### src/rtl/dnc_timer_pkg.sv
package dnc_timer_pkg;
   localparam int SEL_W    = 3;
   localparam int IE_POS   = 5;
   localparam int FLAG_POS = 8;
   localparam int PS_W     = 8;

   typedef struct packed {
      logic             flag;
      logic             ie;
      logic [SEL_W-1:0] sel;
   } ctrl_t;

   // terminal value of the prescale counter for a ratio code
   function automatic logic [PS_W-1:0] ps_limit(input logic [SEL_W-1:0] code);
      case (code)
         3'd1:    return 8'd15;
         3'd2:    return 8'd63;
         3'd3:    return 8'd255;
         default: return 8'd3;
      endcase
   endfunction

   function automatic logic [31:0] ctrl_word(input ctrl_t c);
      logic [31:0] w;
      w = '0;
      w[SEL_W-1:0] = c.sel;
      w[IE_POS]    = c.ie;
      w[FLAG_POS]  = c.flag;
      return w;
   endfunction
endpackage

### src/rtl/dnc_prescale.sv
module dnc_prescale
   import dnc_timer_pkg::*;
(
   input  logic             clk,
   input  logic             rst_n,
   input  logic             run,
   input  logic [SEL_W-1:0] code,
   output logic             tick
);
   logic [PS_W-1:0] pcnt_q;

   assign tick = run && (pcnt_q >= ps_limit(code));

   always_ff @(posedge clk or negedge rst_n) begin
      if (!rst_n)
         pcnt_q <= '0;
      else if (!run || tick)
         pcnt_q <= '0;
      else
         pcnt_q <= pcnt_q + 1'b1;
   end
endmodule

### src/rtl/dnc_chan.sv
module dnc_chan
   import dnc_timer_pkg::*;
#(
   parameter int CNT_W = 32
) (
   input  logic             clk,
   input  logic             rst_n,
   input  logic             run,
   input  logic             const_we,
   input  logic             cnt_we,
   input  logic             ctrl_we,
   input  logic [31:0]      wdata,
   output logic [CNT_W-1:0] cnt_q,
   output logic [CNT_W-1:0] const_q,
   output ctrl_t            ctrl_q,
   output logic             tick,
   output logic             uf,
   output logic             irq
);
   dnc_prescale u_ps (
      .clk  (clk),
      .rst_n(rst_n),
      .run  (run),
      .code (ctrl_q.sel),
      .tick (tick)
   );

   assign uf  = tick && (cnt_q == '0) && !cnt_we;
   assign irq = ctrl_q.flag && ctrl_q.ie;

   always_ff @(posedge clk or negedge rst_n) begin
      if (!rst_n) begin
         cnt_q <= '1;
      end else if (cnt_we) begin
         cnt_q <= wdata[CNT_W-1:0];
      end else if (tick) begin
         if (cnt_q == '0) cnt_q <= const_q;
         else             cnt_q <= cnt_q - 1'b1;
      end
   end

   always_ff @(posedge clk or negedge rst_n) begin
      if (!rst_n)        const_q <= '1;
      else if (const_we) const_q <= wdata[CNT_W-1:0];
   end

   always_ff @(posedge clk or negedge rst_n) begin
      if (!rst_n) begin
         ctrl_q.sel  <= '0;
         ctrl_q.ie   <= 1'b1;
         ctrl_q.flag <= 1'b0;
      end else begin
         if (ctrl_we) begin
            ctrl_q.sel <= wdata[SEL_W-1:0];
            ctrl_q.ie  <= wdata[IE_POS];
         end
         if (uf)
            ctrl_q.flag <= 1'b1;
         else if (ctrl_we && !wdata[FLAG_POS])
            ctrl_q.flag <= 1'b0;
      end
   end
endmodule

### src/rtl/dnc_regmap.sv
module dnc_regmap #(
   parameter int NCH       = 3,
   parameter int ADDR_W    = 8,
   parameter int CH_BASE   = 4,
   parameter int STRIDE    = 12,
   parameter int START_OFS = 0,
   parameter int CNT_W     = 32
) (
   input  logic                       sel,
   input  logic                       wr,
   input  logic [ADDR_W-1:0]          addr,
   input  logic [NCH-1:0][CNT_W-1:0]  cnt_q,
   input  logic [NCH-1:0][CNT_W-1:0]  const_q,
   input  logic [NCH-1:0][31:0]       ctrl_w,
   input  logic [NCH-1:0]             run_q,
   output logic [NCH-1:0]             const_we,
   output logic [NCH-1:0]             cnt_we,
   output logic [NCH-1:0]             ctrl_we,
   output logic                       start_we,
   output logic [31:0]                rdata
);
   localparam int OFS_CONST = 0;
   localparam int OFS_CNT   = 4;
   localparam int OFS_CTRL  = 8;

   logic we;
   logic [NCH-1:0] hit_const, hit_cnt, hit_ctrl;
   logic hit_start;

   assign we        = sel && wr;
   assign hit_start = (addr == ADDR_W'(START_OFS));
   assign start_we  = we && hit_start;

   always_comb begin
      for (int n = 0; n < NCH; n++) begin
         hit_const[n] = (addr == ADDR_W'(CH_BASE + n*STRIDE + OFS_CONST));
         hit_cnt[n]   = (addr == ADDR_W'(CH_BASE + n*STRIDE + OFS_CNT));
         hit_ctrl[n]  = (addr == ADDR_W'(CH_BASE + n*STRIDE + OFS_CTRL));
      end
      const_we = hit_const & {NCH{we}};
      cnt_we   = hit_cnt   & {NCH{we}};
      ctrl_we  = hit_ctrl  & {NCH{we}};
   end

   always_comb begin
      rdata = '0;
      if (sel && !wr) begin
         if (hit_start) rdata = 32'(run_q);
         for (int n = 0; n < NCH; n++) begin
            if (hit_const[n]) rdata = 32'(const_q[n]);
            if (hit_cnt[n])   rdata = 32'(cnt_q[n]);
            if (hit_ctrl[n])  rdata = ctrl_w[n];
         end
      end
   end
endmodule

### src/rtl/dnc_reload_timer.sv
module dnc_reload_timer
   import dnc_timer_pkg::*;
#(
   parameter int NCH       = 3,
   parameter int CNT_W     = 32,
   parameter int ADDR_W    = 8,
   parameter int CH_BASE   = 4,
   parameter int STRIDE    = 12,
   parameter int START_OFS = 0
) (
   input  logic              clk,
   input  logic              rst_n,
   input  logic              bus_sel,
   input  logic              bus_wr,
   input  logic [ADDR_W-1:0] bus_addr,
   input  logic [31:0]       bus_wdata,
   output logic [31:0]       bus_rdata,
   output logic [NCH-1:0]    irq
);
   localparam int MAP_END = CH_BASE + NCH*STRIDE;

   generate
      if (NCH < 1 || NCH > 8)
         $error("NCH must lie in 1..8");
      if (CNT_W < 2 || CNT_W > 32)
         $error("CNT_W must lie in 2..32");
      if (STRIDE < 12 || (STRIDE % 4) != 0)
         $error("STRIDE must be a multiple of 4 and at least 12");
      if (MAP_END > (1 << ADDR_W))
         $error("register map does not fit ADDR_W");
      if (START_OFS >= CH_BASE && START_OFS < MAP_END)
         $error("start register overlaps a channel window");
   endgenerate

   logic [NCH-1:0]            run_q;
   logic [NCH-1:0]            const_we, cnt_we, ctrl_we;
   logic                      start_we;
   logic [NCH-1:0][CNT_W-1:0] cnt_v, const_v;
   logic [NCH-1:0][31:0]      ctrl_w;
   logic [NCH-1:0]            tick_v, uf_v, flag_v, ie_v;

   always_ff @(posedge clk or negedge rst_n) begin
      if (!rst_n)        run_q <= '0;
      else if (start_we) run_q <= bus_wdata[NCH-1:0];
   end

   for (genvar n = 0; n < NCH; n++) begin : g_ch
      ctrl_t c;
      dnc_chan #(.CNT_W(CNT_W)) u_ch (
         .clk     (clk),
         .rst_n   (rst_n),
         .run     (run_q[n]),
         .const_we(const_we[n]),
         .cnt_we  (cnt_we[n]),
         .ctrl_we (ctrl_we[n]),
         .wdata   (bus_wdata),
         .cnt_q   (cnt_v[n]),
         .const_q (const_v[n]),
         .ctrl_q  (c),
         .tick    (tick_v[n]),
         .uf      (uf_v[n]),
         .irq     (irq[n])
      );
      assign ctrl_w[n] = ctrl_word(c);
      assign flag_v[n] = c.flag;
      assign ie_v[n]   = c.ie;
   end

   dnc_regmap #(
      .NCH(NCH), .ADDR_W(ADDR_W), .CH_BASE(CH_BASE),
      .STRIDE(STRIDE), .START_OFS(START_OFS), .CNT_W(CNT_W)
   ) u_map (
      .sel     (bus_sel),
      .wr      (bus_wr),
      .addr    (bus_addr),
      .cnt_q   (cnt_v),
      .const_q (const_v),
      .ctrl_w  (ctrl_w),
      .run_q   (run_q),
      .const_we(const_we),
      .cnt_we  (cnt_we),
      .ctrl_we (ctrl_we),
      .start_we(start_we),
      .rdata   (bus_rdata)
   );
endmodule

### config.mk
export PLATFORM = sky130hd
export DESIGN_NAME = dnc_reload_timer
export DESIGN_NICKNAME = d
export VERILOG_FILES = /design/src/rtl/dnc_timer_pkg.sv /design/src/rtl/dnc_prescale.sv /design/src/rtl/dnc_chan.sv /design/src/rtl/dnc_regmap.sv /design/src/rtl/dnc_reload_timer.sv
export SDC_FILE = /design/constraint.sdc
export NUM_CORES = 1
export LEC_CHECK = 0
export BUFFER_PORTS_ARGS = -buffer_cell sky130_fd_sc_hd__buf_2
export CAP_MARGIN = 30
export CORE_MARGIN = 2
export CORE_UTILIZATION = 40
export CTS_CLUSTER_DIAMETER = 30
export DETAILED_ROUTE_END_ITERATION = 10
export GPL_ROUTABILITY_DRIVEN = 0
export PLACE_DENSITY_LB_ADDON = 0.15
export SETUP_SLACK_MARGIN = 0.05
export SYNTH_ARGS = -nofsm -noshare
export SYNTH_HDL_FRONTEND = slang
export SYNTH_SLANG_ARGS = --single-unit
### constraint.sdc
create_clock -name clk -period 3.6 [get_ports clk]
set_clock_uncertainty 0.2 [all_clocks]
set_input_delay 0.72 -clock clk [delete_from_list [all_inputs] [get_ports clk]]
set_output_delay 0.72 -clock clk [all_outputs]
set_load 0.05 [all_outputs]
### Yosys cells after proc, flatten, opt, wreduce, memory -nomap -nowiden

Index checks and enable logic that the tools add are counted.

* bits in registers: 234
* output and inout bits: 35
* input bits: 44

* equality and inequality tests: 18
* reductions and logical operators: 39
* order comparisons: 3
* $add $sub $neg: 6
* bitwise operators: 3
* mux-type cells: 32

Operator list (number)
* $mux 32: 19
* $logic_not 32->1: 3
* $sub 32x1->32 const B: 3
* $pmux 8 s3: 3
* $eq 8x5->1 const B: 4
* $add 8x1->8 const B: 3
* $ge 8x8->1: 3
* $mux 8: 3
* $eq 3x2->1 const B: 6
* $logic_and 1x1->1: 18
* $eq 8x4->1 const B: 2
* $eq 8x6->1 const B: 2
* $reduce_bool 2->1: 6
* $and 3x3->3: 3
* $eq 3x1->1 const B: 3
* $eq 8x3->1 const B: 1
* $logic_not 1->1: 8
* $logic_not 8->1: 1
* $mux 1: 6
* $logic_or 1x1->1: 3
* $mux 3: 1

### Longest topological paths before layout

Gate-level depths: netlist of run 1.

* word-level depth: 12
* mapped depth: 10
* gate-level depth less buffers: 8

### Cells and area by module

A second synthesis of run 1 with hierarchy kept.

* cells, all modules: 1765
* area, all modules: 16363.2 sq um

Modules (own cells, without submodules)
* dnc_chan at g_ch[0].u_ch ...: area an instance 3885.0 sq um, sequential area each 1808.0 sq um, cells each 383, instances 2
* dnc_chan at g_ch[2].u_ch: area an instance 3993.8 sq um, sequential area each 1808.0 sq um, cells each 380, instances 1
* dnc_regmap: area an instance 2932.8 sq um, sequential area each 0.0 sq um, cells each 465, instances 1
* dnc_prescale: area an instance 518.0 sq um, sequential area each 200.2 sq um, cells each 49, instances 3
* dnc_reload_timer: area an instance 112.6 sq um, sequential area each 75.1 sq um, cells each 7, instances 1

### Worst setup path after synthesis of run 1

Ideal clock, no wire load.

* path kind: input to output
* from: in bus_addr[4]
* to: out bus_rdata[8]
* required time: 2680 ps
* stages on the path: 6
* setup slack: -581 ps
* arrival time: 3261 ps
* path through: or4b_2 -> clkbuf_1 -> nor2_1 -> clkbuf_1 -> a221oi_1 -> a21boi_0

* cells in the longest elaborated chain, start to end: 11

Ends and longest elaborated chain
* start: declaration: line dnc_reload_timer.sv:15 `input logic [ADDR_W-1:0] bus_addr,`
* $eq 8x3->1: line dnc_regmap.sv:36 `hit_const[n] = (addr == ADDR_W'(CH_BASE + n*STRIDE + OFS_CONST));`
* $mux 32: line dnc_regmap.sv:50 `if (hit_const[n]) rdata = 32'(const_q[n]);`
* $mux 32: line dnc_regmap.sv:51 `if (hit_cnt[n]) rdata = 32'(cnt_q[n]);`
* $mux 32: line dnc_regmap.sv:52 `if (hit_ctrl[n]) rdata = ctrl_w[n];`
* $mux 32: line dnc_regmap.sv:50
* $mux 32: line dnc_regmap.sv:51
* $mux 32: line dnc_regmap.sv:52
* $mux 32: line dnc_regmap.sv:50
* $mux 32: line dnc_regmap.sv:51
* $mux 32 (*): line dnc_regmap.sv:52
* $mux 32 (*): line dnc_regmap.sv:47 `if (sel && !wr) begin`
* end: declaration: line dnc_reload_timer.sv:17 `output logic [31:0] bus_rdata,`

Every way passes the cells marked *; elsewhere a longest branch is shown, timed or not.

### Final worst setup path of run 1

* from: in bus_addr[2]
* to: out bus_rdata[31]

The elaborated chain is that of the path after synthesis.

==> results.sh, run 1 <==
export IMPL_run_status="finished, violations left"
export IMPL_failed_checks="negative setup slack"
export IMPL_design_core_area_sq_um=37490
export IMPL_cts_buffers=76
export IMPL_design_portCount=79
export IMPL_top_post_synthesis_cells_by_count="195 x sky130_fd_sc_hd__dfstp_2, 174 x sky130_fd_sc_hd__nor2_1, 125 x sky130_fd_sc_hd__nand2_1"
export IMPL_yosysMostFrequentCell="sky130_fd_sc_hd__dfstp_2"
export IMPL_finalMaxSlewViolations=0
export IMPL_cts_root_buf="sky130_fd_sc_hd__clkbuf_16"
export IMPL_core_rowCount=71
export IMPL_highest_clock_frequency_the_design_can_meet_mhz=274.9
export IMPL_synth_cell_area_sq_um=15150
export IMPL_grt_start_max_net_pins=73
export IMPL_finalHoldViolCount=0
export IMPL_synth_top_cell_area_share_pct=33.81
export IMPL_avgSynthCellArea_sq_um=9.063
export IMPL_ctsHtreeMaxLevel=3
export IMPL_drc_errors=0
export IMPL_cp_slowest_cell="sky130_fd_sc_hd__a222oi_1"
export IMPL_drt_initial_drc_count=1513
export IMPL_flow_area_growth_from_synthesis_pct=32.79
export IMPL_final_cell_count_no_fill=2382
export IMPL_grt_first_pass_wirelength_mm=88.74
export IMPL_placement_setup_worst_slack_ns=-0.1783
export IMPL_clk_insertion_delay_late_ns=0.58
export IMPL_final_setup_viol_count=2
export IMPL_cp_slowest_stage_delay_ns=0.52
export IMPL_initial_core_util_pct=40.42
export IMPL_grt_met3_usage_pct=7.952
export IMPL_multi_input_comb_area_sq_um=8871
export IMPL_die_y_extent_um=198.6
export IMPL_crit_family="compound AO/OA/AOI/OAI gates"
export IMPL_synth_enable_flop_cells=0
export IMPL_drt_pass1_iter_count=8
export IMPL_cp_max_fo=10
export IMPL_dp_hpwl_mm=40.88
export IMPL_synthesis_nets=1743
export IMPL_avgRoutedWirePerCell_um=24.54
export IMPL_dr_total_vias=14710
export IMPL_per_cell_via_count_in_the_routed_design=6.175
export IMPL_placed_cells_incl_taps=2238
export IMPL_wirelength_mm=58.46
export IMPL_post_synth_cell_types=80
export IMPL_final_worst_path_setup_slack_ns=-0.03805
export IMPL_grt_setup_unrepaired="yes"
export IMPL_tritoncts_num_sinks=234
export IMPL_worst_endpoint_arrival_ns=2.72
export IMPL_critical_path_depth=10
export IMPL_path_clk_slew_ns=0.04
export IMPL_period_minus_slack_ns=3.638
export IMPL_finalInstanceArea_sq_um=20120
export IMPL_fillerInstances=3404
export IMPL_grt_busiest_layer="met2"
export IMPL_grt_use_met1_pct=40.49
export IMPL_total_power_mw=10.44
export IMPL_power_static_leakage_nw=7.901
export IMPL_grtUsageTotal_pct=29.62
export IMPL_worstSetupEndpointType="output port"
export IMPL_critical_path_buffers_and_inverters=4
export IMPL_synth_top_cells_by_area="sky130_fd_sc_hd__dfstp_2 34%, sky130_fd_sc_hd__mux2_2 8.5%, sky130_fd_sc_hd__dfrtp_1 6.4%, sky130_fd_sc_hd__nor2_1 4.3%, sky130_fd_sc_hd__a21oi_1 4.1%"
export IMPL_fp_dieArea_sq_um=39460
export IMPL_type_of_the_worst_min_delay_path="primary input to register"
export IMPL_start_kind="primary input"
export IMPL_worstPathCellList="buf_2 -> nor2b_1 -> and2_4 -> buf_12 -> a22oi_2 -> o22ai_2 -> buf_4 -> a222oi_1 -> nor2_2 -> buf_6"
export IMPL_slew_headroom_pct=38.89
export IMPL_seqCellArea_sq_um=6100
export IMPL_final_layout_size_suffix_gt1_share_pct=39.33
export IMPL_async_flop_share_pct=100.0
export IMPL_postSynth_topFlopCell="sky130_fd_sc_hd__dfstp_2"
export IMPL_ys_seq_area_share_pct=40.25
export IMPL_cts_buffer_depth=3
export IMPL_power_density_nw_per_um2=519.0
export IMPL_cap_violations=0
export IMPL_finalHoldWorstSlack_ns=0.2580
export IMPL_min_period_over_period_pct=101.1
export IMPL_global_route_met2_utilization_pct=44.29
export IMPL_final_nets=1882
export IMPL_portBuffers=78
export IMPL_tightestPinTransition_ns=0.8935
export IMPL_synthCells=1672
export IMPL_postSynthRegisterBits=234
export IMPL_ff2ff_path_depth=8
export IMPL_ir_drop_mv=0.3358
export IMPL_number_of_antenna_violations_at_the_first_check_in_global_routing=3
export IMPL_die_x_um=198.6
export IMPL_grt_overflow_total=0
export IMPL_yosysWarnings=0
export IMPL_area_leader_netlist="sky130_fd_sc_hd__dfstp_2"
export IMPL_placed_area_sq_um=16850
export IMPL_postRouteAntennaNets=0
export IMPL_worst_ep_required_time_ns=2.68
export IMPL_timing_setup_critical_path_class="primary input to output port"
export IMPL_clock_tree_from_tritoncts="built"
export IMPL_vias_in_the_first_global_route=14500
export IMPL_min_delay_path_depth=3
## routing by layer
layer  routed length [um]  up-vias  share of wire (%)
met5                    0        -                  0
met4                 1980        0                3.4
met3                 5675      120                9.7
met2                25690      744                 44
met1                25120     7256                 43
li1                     -     6589                  -
## layout by cell type, fill, tap and decap left out, types with 28 or more instances in the layout
master,count
sky130_fd_sc_hd__a21oi_1,120
sky130_fd_sc_hd__clkbuf_16,79
sky130_fd_sc_hd__xor2_1,39
sky130_fd_sc_hd__nor2_1,140
sky130_fd_sc_hd__dfstp_2,195
sky130_fd_sc_hd__buf_4,105
sky130_fd_sc_hd__nor3_1,42
sky130_fd_sc_hd__mux2_2,114
sky130_fd_sc_hd__nand2_1,124
sky130_fd_sc_hd__buf_2,42
sky130_fd_sc_hd__nand3_1,73
sky130_fd_sc_hd__o22ai_1,46
sky130_fd_sc_hd__dfrtp_1,39
sky130_fd_sc_hd__mux2i_1,28
sky130_fd_sc_hd__o21ai_0,103
## tightest hold or removal path: cells and delay by family
kind	cells	cell delay, ns
buffers and inverters	1	0.16
and+or+nand+nor	2	0.13
## final cells by class
cell class | instances | share of cell area, %
clock buffer | 102 | 10.78
sequential | 234 | 30.31
antenna | 2 | 0.02487
inverter | 18 | 0.3358
clock inverter | 34 | 2.755
multi-input combinational | 1290 | 44.09
tap | 511 | 3.177
timing repair buffer | 191 | 8.525
## sequential cells by signal (all words and copies together) (netlist names)
name                   cells
g_ch.u_ch.cnt_q           96
g_ch.u_ch.const_q         96
g_ch.u_ch.ctrl_q          15
g_ch.u_ch.u_ps.pcnt_q     24
run_q                      3
## power breakdown
| group | switching (mW) | total, mW | internal (mW) |
|---|---|---|---|
| sequential | 0.115 | 2.89 | 2.78 |
| combinational | 0.352 | 0.558 | 0.206 |
| clock | 1.94 | 6.99 | 5.05 |
| total | 2.41 | 10.4 | 8.03 |
## worst paths after layout
kind / start / to / slack, ns
worst max register to register: g_ch[0].u_ch.ctrl_q[2]$_DFFE_PN0P_ / g_ch[0].u_ch.cnt_q[22]$_DFFE_PN1P_ / 0.42
min in group asynchronous: rst_n / g_ch[0].u_ch.u_ps.pcnt_q[1]$_DFF_PN0_ / 0.48
worst min-delay path: bus_wdata[30] / g_ch[0].u_ch.cnt_q[30]$_DFFE_PN1P_ / 0.26
worst max-delay path: bus_addr[2] / bus_rdata[31] / -0.04
max in group asynchronous: rst_n / g_ch[1].u_ch.const_q[29]$_DFFE_PN1P_ / 1.78
worst min register to register: g_ch[0].u_ch.u_ps.pcnt_q[0]$_DFF_PN0_ / g_ch[0].u_ch.u_ps.pcnt_q[0]$_DFF_PN0_ / 0.28
## metrics by stage
| step | setup TNS (ns) | utilization, % |
|---|---|---|
| 5_1_grt | -0.1658 | 53.67 |
| 3_5_place_dp | -1.468 | 44.95 |
| 4_1_cts | 0 | 52.65 |
| 6_report | -0.03852 | 53.67 |
| 2_1_floorplan | -0.7715 | - |
| 3_3_place_gp | -1.301 | 44.95 |
## what timing repair did
action | 4_1_cts | 5_1_grt
cloned | 0 | 4
pin swaps | 7 | 34
hold buffers | 1 | 0
gates resized for setup | 43 | 68
buffers inserted | 0 | 2
endpoints found under the setup margin | 32 | 30
hold endpoints to repair | 10 | 0
## cells by family after synthesis
kind of cell / share of synthesized area [%]
compound gates: 21.24
xor+xnor: 3.410
fa+ha+maj: 2.229
buf+inv: 4.153
flops: 40.25
mux: 10.32
simple gates: 18.40
(Power assumes the default switching activity.)
==> inputs of run 2 (changes only) <==
--- a/config.mk
+++ b/config.mk
@@ -14,6 +14,7 @@
 export GPL_ROUTABILITY_DRIVEN = 0
 export PLACE_DENSITY_LB_ADDON = 0.15
 export SETUP_SLACK_MARGIN = 0.05
+export SKIP_CTS_REPAIR_TIMING = 1
 export SYNTH_ARGS = -nofsm -noshare
 export SYNTH_HDL_FRONTEND = slang
 export SYNTH_SLANG_ARGS = --single-unit
==> run 2 against run 1 <==
  * The flow still finishes with violations (negative setup slack)
  * Register-to-register slack better by 0.03 ns
  * Hold slack got worse by 0.0012 ns
  * Global-route usage hardly changed
  * Via count is 0.29% higher
  * Total power about the same
  * Critical path type unchanged
  * Critical endpoint unchanged
==> results.sh, run 2 (synthesis results as in run 1) <==
export IMPL_run_status="finished, violations left"
export IMPL_failed_checks="negative setup slack"
export IMPL_worstSetupEndpointType="output port"
export IMPL_final_nets=1888
export IMPL_type_of_the_worst_min_delay_path="primary input to register"
export IMPL_largest_registers="g_ch.u_ch.cnt_q: 96 flops, g_ch.u_ch.const_q: 96 flops, g_ch.u_ch.u_ps.pcnt_q: 24 flops"
export IMPL_wirelength_mm=59.00
export IMPL_cts_buffer_depth=3
export IMPL_ir_drop_mv=0.3354
export IMPL_placement_setup_worst_slack_ns=-0.1783
export IMPL_start_kind="primary input"
export IMPL_top_library_cells_by_usage_in_the_layout_fill_and_taps_aside="195 x sky130_fd_sc_hd__dfstp_2, 140 x sky130_fd_sc_hd__nor2_1, 123 x sky130_fd_sc_hd__nand2_1, 122 x sky130_fd_sc_hd__a21oi_1, 114 x sky130_fd_sc_hd__mux2_2"
export IMPL_postRouteAntennaNets=0
export IMPL_min_delay_path_depth=3
export IMPL_tightestPinTransition_ns=0.9305
export IMPL_number_of_antenna_violations_at_the_first_check_in_global_routing=3
export IMPL_ctsHtreeMaxLevel=3
export IMPL_critical_path_startpoint="bus_addr[3]"
export IMPL_path_clk_slew_ns=0.04
export IMPL_final_common_cell="sky130_fd_sc_hd__dfstp_2"
export IMPL_fp_dieArea_sq_um=39460
export IMPL_grt_start_max_net_pins=73
export IMPL_vias_in_the_first_global_route=14410
export IMPL_highest_clock_frequency_the_design_can_meet_mhz=275.9
export IMPL_worst_ep_required_time_ns=2.68
export IMPL_min_period_over_period_pct=100.7
export IMPL_drc_errors=0
export IMPL_cts_buffers=76
export IMPL_worst_r2r_startpoint="g_ch[0].u_ch.ctrl_q[2]$_DFFE_PN0P_"
export IMPL_cap_violations=0
export IMPL_final_worst_path_setup_slack_ns=-0.02450
export IMPL_avgRoutedWirePerCell_um=24.71
export IMPL_die_x_um=198.6
export IMPL_core_rowCount=71
export IMPL_r2r_setup_slack_ns=0.45
export IMPL_design_core_area_sq_um=37490
export IMPL_min_from="bus_wdata[29]"
export IMPL_grt_overflow_total=0
export IMPL_design_portCount=79
export IMPL_final_layout_size_suffix_gt1_share_pct=39.47
export IMPL_flow_area_growth_from_synthesis_pct=33.23
export IMPL_die_y_extent_um=198.6
export IMPL_drt_initial_drc_count=1579
export IMPL_timing_setup_critical_path_class="primary input to output port"
export IMPL_critical_path_reg2reg_endpoint="g_ch[0].u_ch.cnt_q[22]$_DFFE_PN1P_"
export IMPL_finalMaxSlewViolations=0
export IMPL_tritoncts_num_sinks=234
export IMPL_min_to="g_ch[0].u_ch.cnt_q[29]$_DFFE_PN1P_"
export IMPL_dr_total_vias=14750
export IMPL_dp_hpwl_mm=40.88
export IMPL_initial_core_util_pct=40.42
export IMPL_clk_insertion_delay_late_ns=0.58
export IMPL_portBuffers=78
export IMPL_grt_first_pass_wirelength_mm=88.58
export IMPL_slew_headroom_pct=36.36
export IMPL_worst_endpoint_arrival_ns=2.70
export IMPL_per_cell_via_count_in_the_routed_design=6.178
export IMPL_clock_tree_from_tritoncts="built"
export IMPL_power_static_leakage_nw=7.939
export IMPL_grtUsageTotal_pct=29.58
export IMPL_ff2ff_path_depth=8
export IMPL_drt_pass1_iter_count=9
export IMPL_period_minus_slack_ns=3.625
export IMPL_cts_root_buf="sky130_fd_sc_hd__clkbuf_16"
export IMPL_power_density_nw_per_um2=517.4
export IMPL_cp_max_fo=6
export IMPL_fillerInstances=3398
export IMPL_finalHoldViolCount=0
export IMPL_total_power_mw=10.45
export IMPL_grt_setup_unrepaired="yes"
export IMPL_final_setup_viol_count=2
-- run 2: per-stage QoR --
step                       TNS, ns  hold WS (ns)  area (sq um)  util [%]  instances
after global placement      -1.301        0.2765         16850     44.95       2238
after detailed placement    -1.468        0.2690         16850     44.95       2238
after floorplan            -0.7715        0.2244         15310         -       1672
final                     -0.03532        0.2569         20190     53.85       2388
after CTS                   -1.744      -0.07182         19580     52.22       2374
after global routing       -0.1632        0.2511         20190     53.85       2388
-- run 2: layer usage --
metal	vias up	global-route usage, %	wire length [um]
li1	6602	-	-
met1	7262	40.49	25010
met2	742	44.17	25660
met3	146	7.952	6061
met4	0	12.05	2266
met5	-	0	0
-- run 2: final cells by class --
type                            count  area, sq um  area share, %
Tap cell                          511        639.4          3.167
Inverter                           18        67.56         0.3347
Clock inverter                     34        554.3          2.745
Timing Repair Buffer              197         1782          8.825
Multi-Input combinational cell   1290         8872          43.95
Clock buffer                      102         2170          10.75
Sequential cell                   234         6100          30.21
Antenna cell                        2        5.005        0.02479
-- run 2: how the worst max path moves through the flow --
| stage | to | slack [ns] | depth (start not counted) |
|---|---|---|---|
| 2_1_floorplan | bus_rdata[11] | -0.06 | 7 |
| 3_3_place_gp | bus_rdata[20] | -0.19 | 10 |
| 3_5_place_dp | bus_rdata[20] | -0.18 | 10 |
| 4_1_cts | bus_rdata[20] | -0.20 | 10 |
| 5_1_grt | bus_rdata[6] | -0.06 | 12 |
| 6_report | bus_rdata[31] | -0.02 | 10 |
-- run 2: critical path, stage by stage --
cell,delay [ns]
sky130_fd_sc_hd__buf_6,0.09
sky130_fd_sc_hd__or3b_4,0.24
sky130_fd_sc_hd__nor2_4,0.05
sky130_fd_sc_hd__buf_12,0.14
sky130_fd_sc_hd__clkbuf_16,0.16
sky130_fd_sc_hd__a22oi_2,0.27
sky130_fd_sc_hd__o22ai_2,0.17
sky130_fd_sc_hd__a222oi_1,0.58
sky130_fd_sc_hd__nor2_2,0.09
sky130_fd_sc_hd__buf_6,0.17
-- run 2: where the power goes --
part	internal, mW	switching, mW	total (mW)
combinational	0.206	0.352	0.558
clock	5.05	1.94	6.99
sequential	2.78	0.115	2.89
==> inputs of run 3 (changes only) <==
--- a/config.mk
+++ b/config.mk
@@ -13,6 +13,7 @@
 export DETAILED_ROUTE_END_ITERATION = 10
 export GPL_ROUTABILITY_DRIVEN = 0
 export PLACE_DENSITY_LB_ADDON = 0.15
+export RECOVER_POWER = 50
 export SETUP_SLACK_MARGIN = 0.05
 export SKIP_CTS_REPAIR_TIMING = 1
 export SYNTH_ARGS = -nofsm -noshare
==> run 3 against run 2 <==
  * Hold slack about the same
  * Register-to-register slack is essentially flat
  * First-iteration DRC count is 6.6% lower
  * Clock power barely moved
  * Cell count unchanged
  * The flow finishes with violations (max-capacitance violations, max-slew violations, negative setup slack)
  * Largest cell class unchanged
  * Via count grew 0.12%
==> results.sh, run 3 (synthesis results as in run 1) <==
export IMPL_slew_headroom_pct=-32.03
export IMPL_cts_buffer_depth=3
export IMPL_final_common_cell="sky130_fd_sc_hd__dfstp_2"
export IMPL_final_worst_path_setup_slack_ns=-0.03408
export IMPL_ctsHtreeMaxLevel=3
export IMPL_final_cell_count_no_fill=2388
export IMPL_grt_use_met1_pct=40.49
export IMPL_finalHoldWorstSlack_ns=0.2566
export IMPL_finalMaxSlewViolations=71
export IMPL_avgRoutedWirePerCell_um=24.75
export IMPL_dr_total_vias=14770
export IMPL_failed_checks="max-capacitance violations, max-slew violations, negative setup slack"
export IMPL_grt_setup_unrepaired="yes"
export IMPL_highest_clock_frequency_the_design_can_meet_mhz=275.2
export IMPL_vias_in_the_first_global_route=14410
export IMPL_design_portCount=79
export IMPL_drt_pass1_iter_count=6
export IMPL_critical_path_buffers_and_inverters=4
export IMPL_grtUsageTotal_pct=29.58
export IMPL_crit_family="compound AO/OA/AOI/OAI gates"
export IMPL_global_route_met2_utilization_pct=44.17
export IMPL_finalHoldViolCount=0
export IMPL_drc_errors=0
export IMPL_timing_setup_critical_path_class="primary input to output port"
export IMPL_design_core_area_sq_um=37490
export IMPL_final_layout_size_suffix_gt1_share_pct=39.15
export IMPL_period_minus_slack_ns=3.634
export IMPL_timing_critical_path_mode_cell="sky130_fd_sc_hd__buf_6"
export IMPL_final_nets=1888
export IMPL_flow_area_growth_from_synthesis_pct=32.85
export IMPL_placed_cells_incl_taps=2238
export IMPL_number_of_antenna_violations_at_the_first_check_in_global_routing=3
export IMPL_type_of_the_worst_min_delay_path="primary input to register"
export IMPL_tightestPinTransition_ns=1.980
export IMPL_ir_drop_mv=0.3357
export IMPL_grt_start_max_net_pins=73
export IMPL_power_density_nw_per_um2=518.8
export IMPL_fp_dieArea_sq_um=39460
export IMPL_run_status="finished, violations left"
export IMPL_clk_insertion_delay_late_ns=0.58
export IMPL_cp_slowest_stage_delay_ns=0.59
export IMPL_worst_ep_required_time_ns=2.68
export IMPL_grt_busiest_layer="met2"
export IMPL_core_rowCount=71
export IMPL_worstPathCellList="buf_6 -> or3b_4 -> nor2_4 -> buf_12 -> clkbuf_16 -> a22oi_2 -> o22ai_2 -> a222oi_1 -> nor2_2 -> buf_6"
export IMPL_cp_max_fo=6
export IMPL_drt_initial_drc_count=1475
export IMPL_grt_first_pass_wirelength_mm=88.58
export IMPL_final_util_pct=53.70
export IMPL_placed_area_sq_um=16850
export IMPL_die_y_extent_um=198.6
export IMPL_grt_overflow_total=0
export IMPL_min_period_over_period_pct=100.9
export IMPL_cap_violations=1
export IMPL_final_setup_viol_count=2
export IMPL_finalInstanceArea_sq_um=20130
export IMPL_postRouteAntennaNets=0
export IMPL_largest_registers="g_ch.u_ch.cnt_q: 96 flops, g_ch.u_ch.const_q: 96 flops, g_ch.u_ch.u_ps.pcnt_q: 24 flops"
export IMPL_wirelength_mm=59.11
export IMPL_initial_core_util_pct=40.42
export IMPL_worst_endpoint_arrival_ns=2.71
export IMPL_power_static_leakage_nw=7.907
export IMPL_dp_hpwl_mm=40.88
export IMPL_path_clk_slew_ns=0.04
export IMPL_grt_met3_usage_pct=7.952
export IMPL_cts_buffers=76
export IMPL_top_library_cells_by_usage_in_the_layout_fill_and_taps_aside="195 x sky130_fd_sc_hd__dfstp_2, 140 x sky130_fd_sc_hd__nor2_1, 123 x sky130_fd_sc_hd__nand2_1, 122 x sky130_fd_sc_hd__a21oi_1, 114 x sky130_fd_sc_hd__mux2_2"
export IMPL_portBuffers=78
export IMPL_cp_slowest_cell="sky130_fd_sc_hd__a222oi_1"
export IMPL_die_x_um=198.6
export IMPL_per_cell_via_count_in_the_routed_design=6.185
export IMPL_cts_root_buf="sky130_fd_sc_hd__clkbuf_16"
export IMPL_tritoncts_num_sinks=234
export IMPL_clock_tree_from_tritoncts="built"
export IMPL_start_kind="primary input"
export IMPL_worstSetupEndpointType="output port"
## run 3: cell count changes in the layout (fill, tap and decap cells not counted), sizes merged
cell,change
buf,-9
clkbuf,+9
## run 3: final timing paths
path,start,slack [ns],to,cells after the start
worst max-delay path,bus_addr[3],-0.03,bus_rdata[31],10
min in group asynchronous,rst_n,1.01,g_ch[0].u_ch.u_ps.pcnt_q[1]$_DFF_PN0_,2
max in group asynchronous,rst_n,0.38,g_ch[1].u_ch.const_q[29]$_DFFE_PN1P_,3
worst min register to register,g_ch[0].u_ch.u_ps.pcnt_q[0]$_DFF_PN0_,0.28,g_ch[0].u_ch.u_ps.pcnt_q[0]$_DFF_PN0_,1
worst max register to register,g_ch[0].u_ch.ctrl_q[2]$_DFFE_PN0P_,0.46,g_ch[0].u_ch.cnt_q[22]$_DFFE_PN1P_,8
worst min-delay path,bus_wdata[29],0.26,g_ch[0].u_ch.cnt_q[29]$_DFFE_PN1P_,3
## run 3: layout make-up
| cell class | count | area (sq um) |
|---|---|---|
| Tap cell | 511 | 639.4 |
| Antenna cell | 2 | 5.005 |
| Fill cell | 3413 | 17360 |
| Clock buffer | 102 | 2170 |
| Sequential cell | 234 | 6100 |
| Inverter | 18 | 67.56 |
| Timing Repair Buffer | 197 | 1724 |
| Multi-Input combinational cell | 1290 | 8872 |
| Clock inverter | 34 | 554.3 |
## run 3: per-stage QoR
stage	power [mW]	setup slack (ns)	TNS (ns)
3_3_place_gp	3.432	-0.1879	-1.301
5_1_grt	10.75	-0.05923	-0.1632
6_report	10.44	-0.03408	-0.04924
3_5_place_dp	3.438	-0.1783	-1.468
2_1_floorplan	3.137	-0.06218	-0.7715
4_1_cts	10.48	-0.2026	-1.744
## run 3: metal layers
metal,wire length (um),up-vias
met1,25190,7296
met4,2162,0
li1,-,6598
met3,5916,137
met2,25830,738
met5,0,-
## run 3: power by group
part           total [mW]  internal, mW  switching, mW
Clock                7.00          5.05           1.95
Sequential           2.89          2.78          0.115
Combinational       0.554         0.202          0.352
## run 3: tightest hold or removal path, cell delays in order
cell and delay [ns]:
sky130_fd_sc_hd__buf_2 0.17, sky130_fd_sc_hd__nand2_1 0.07, sky130_fd_sc_hd__nand3_1 0.06
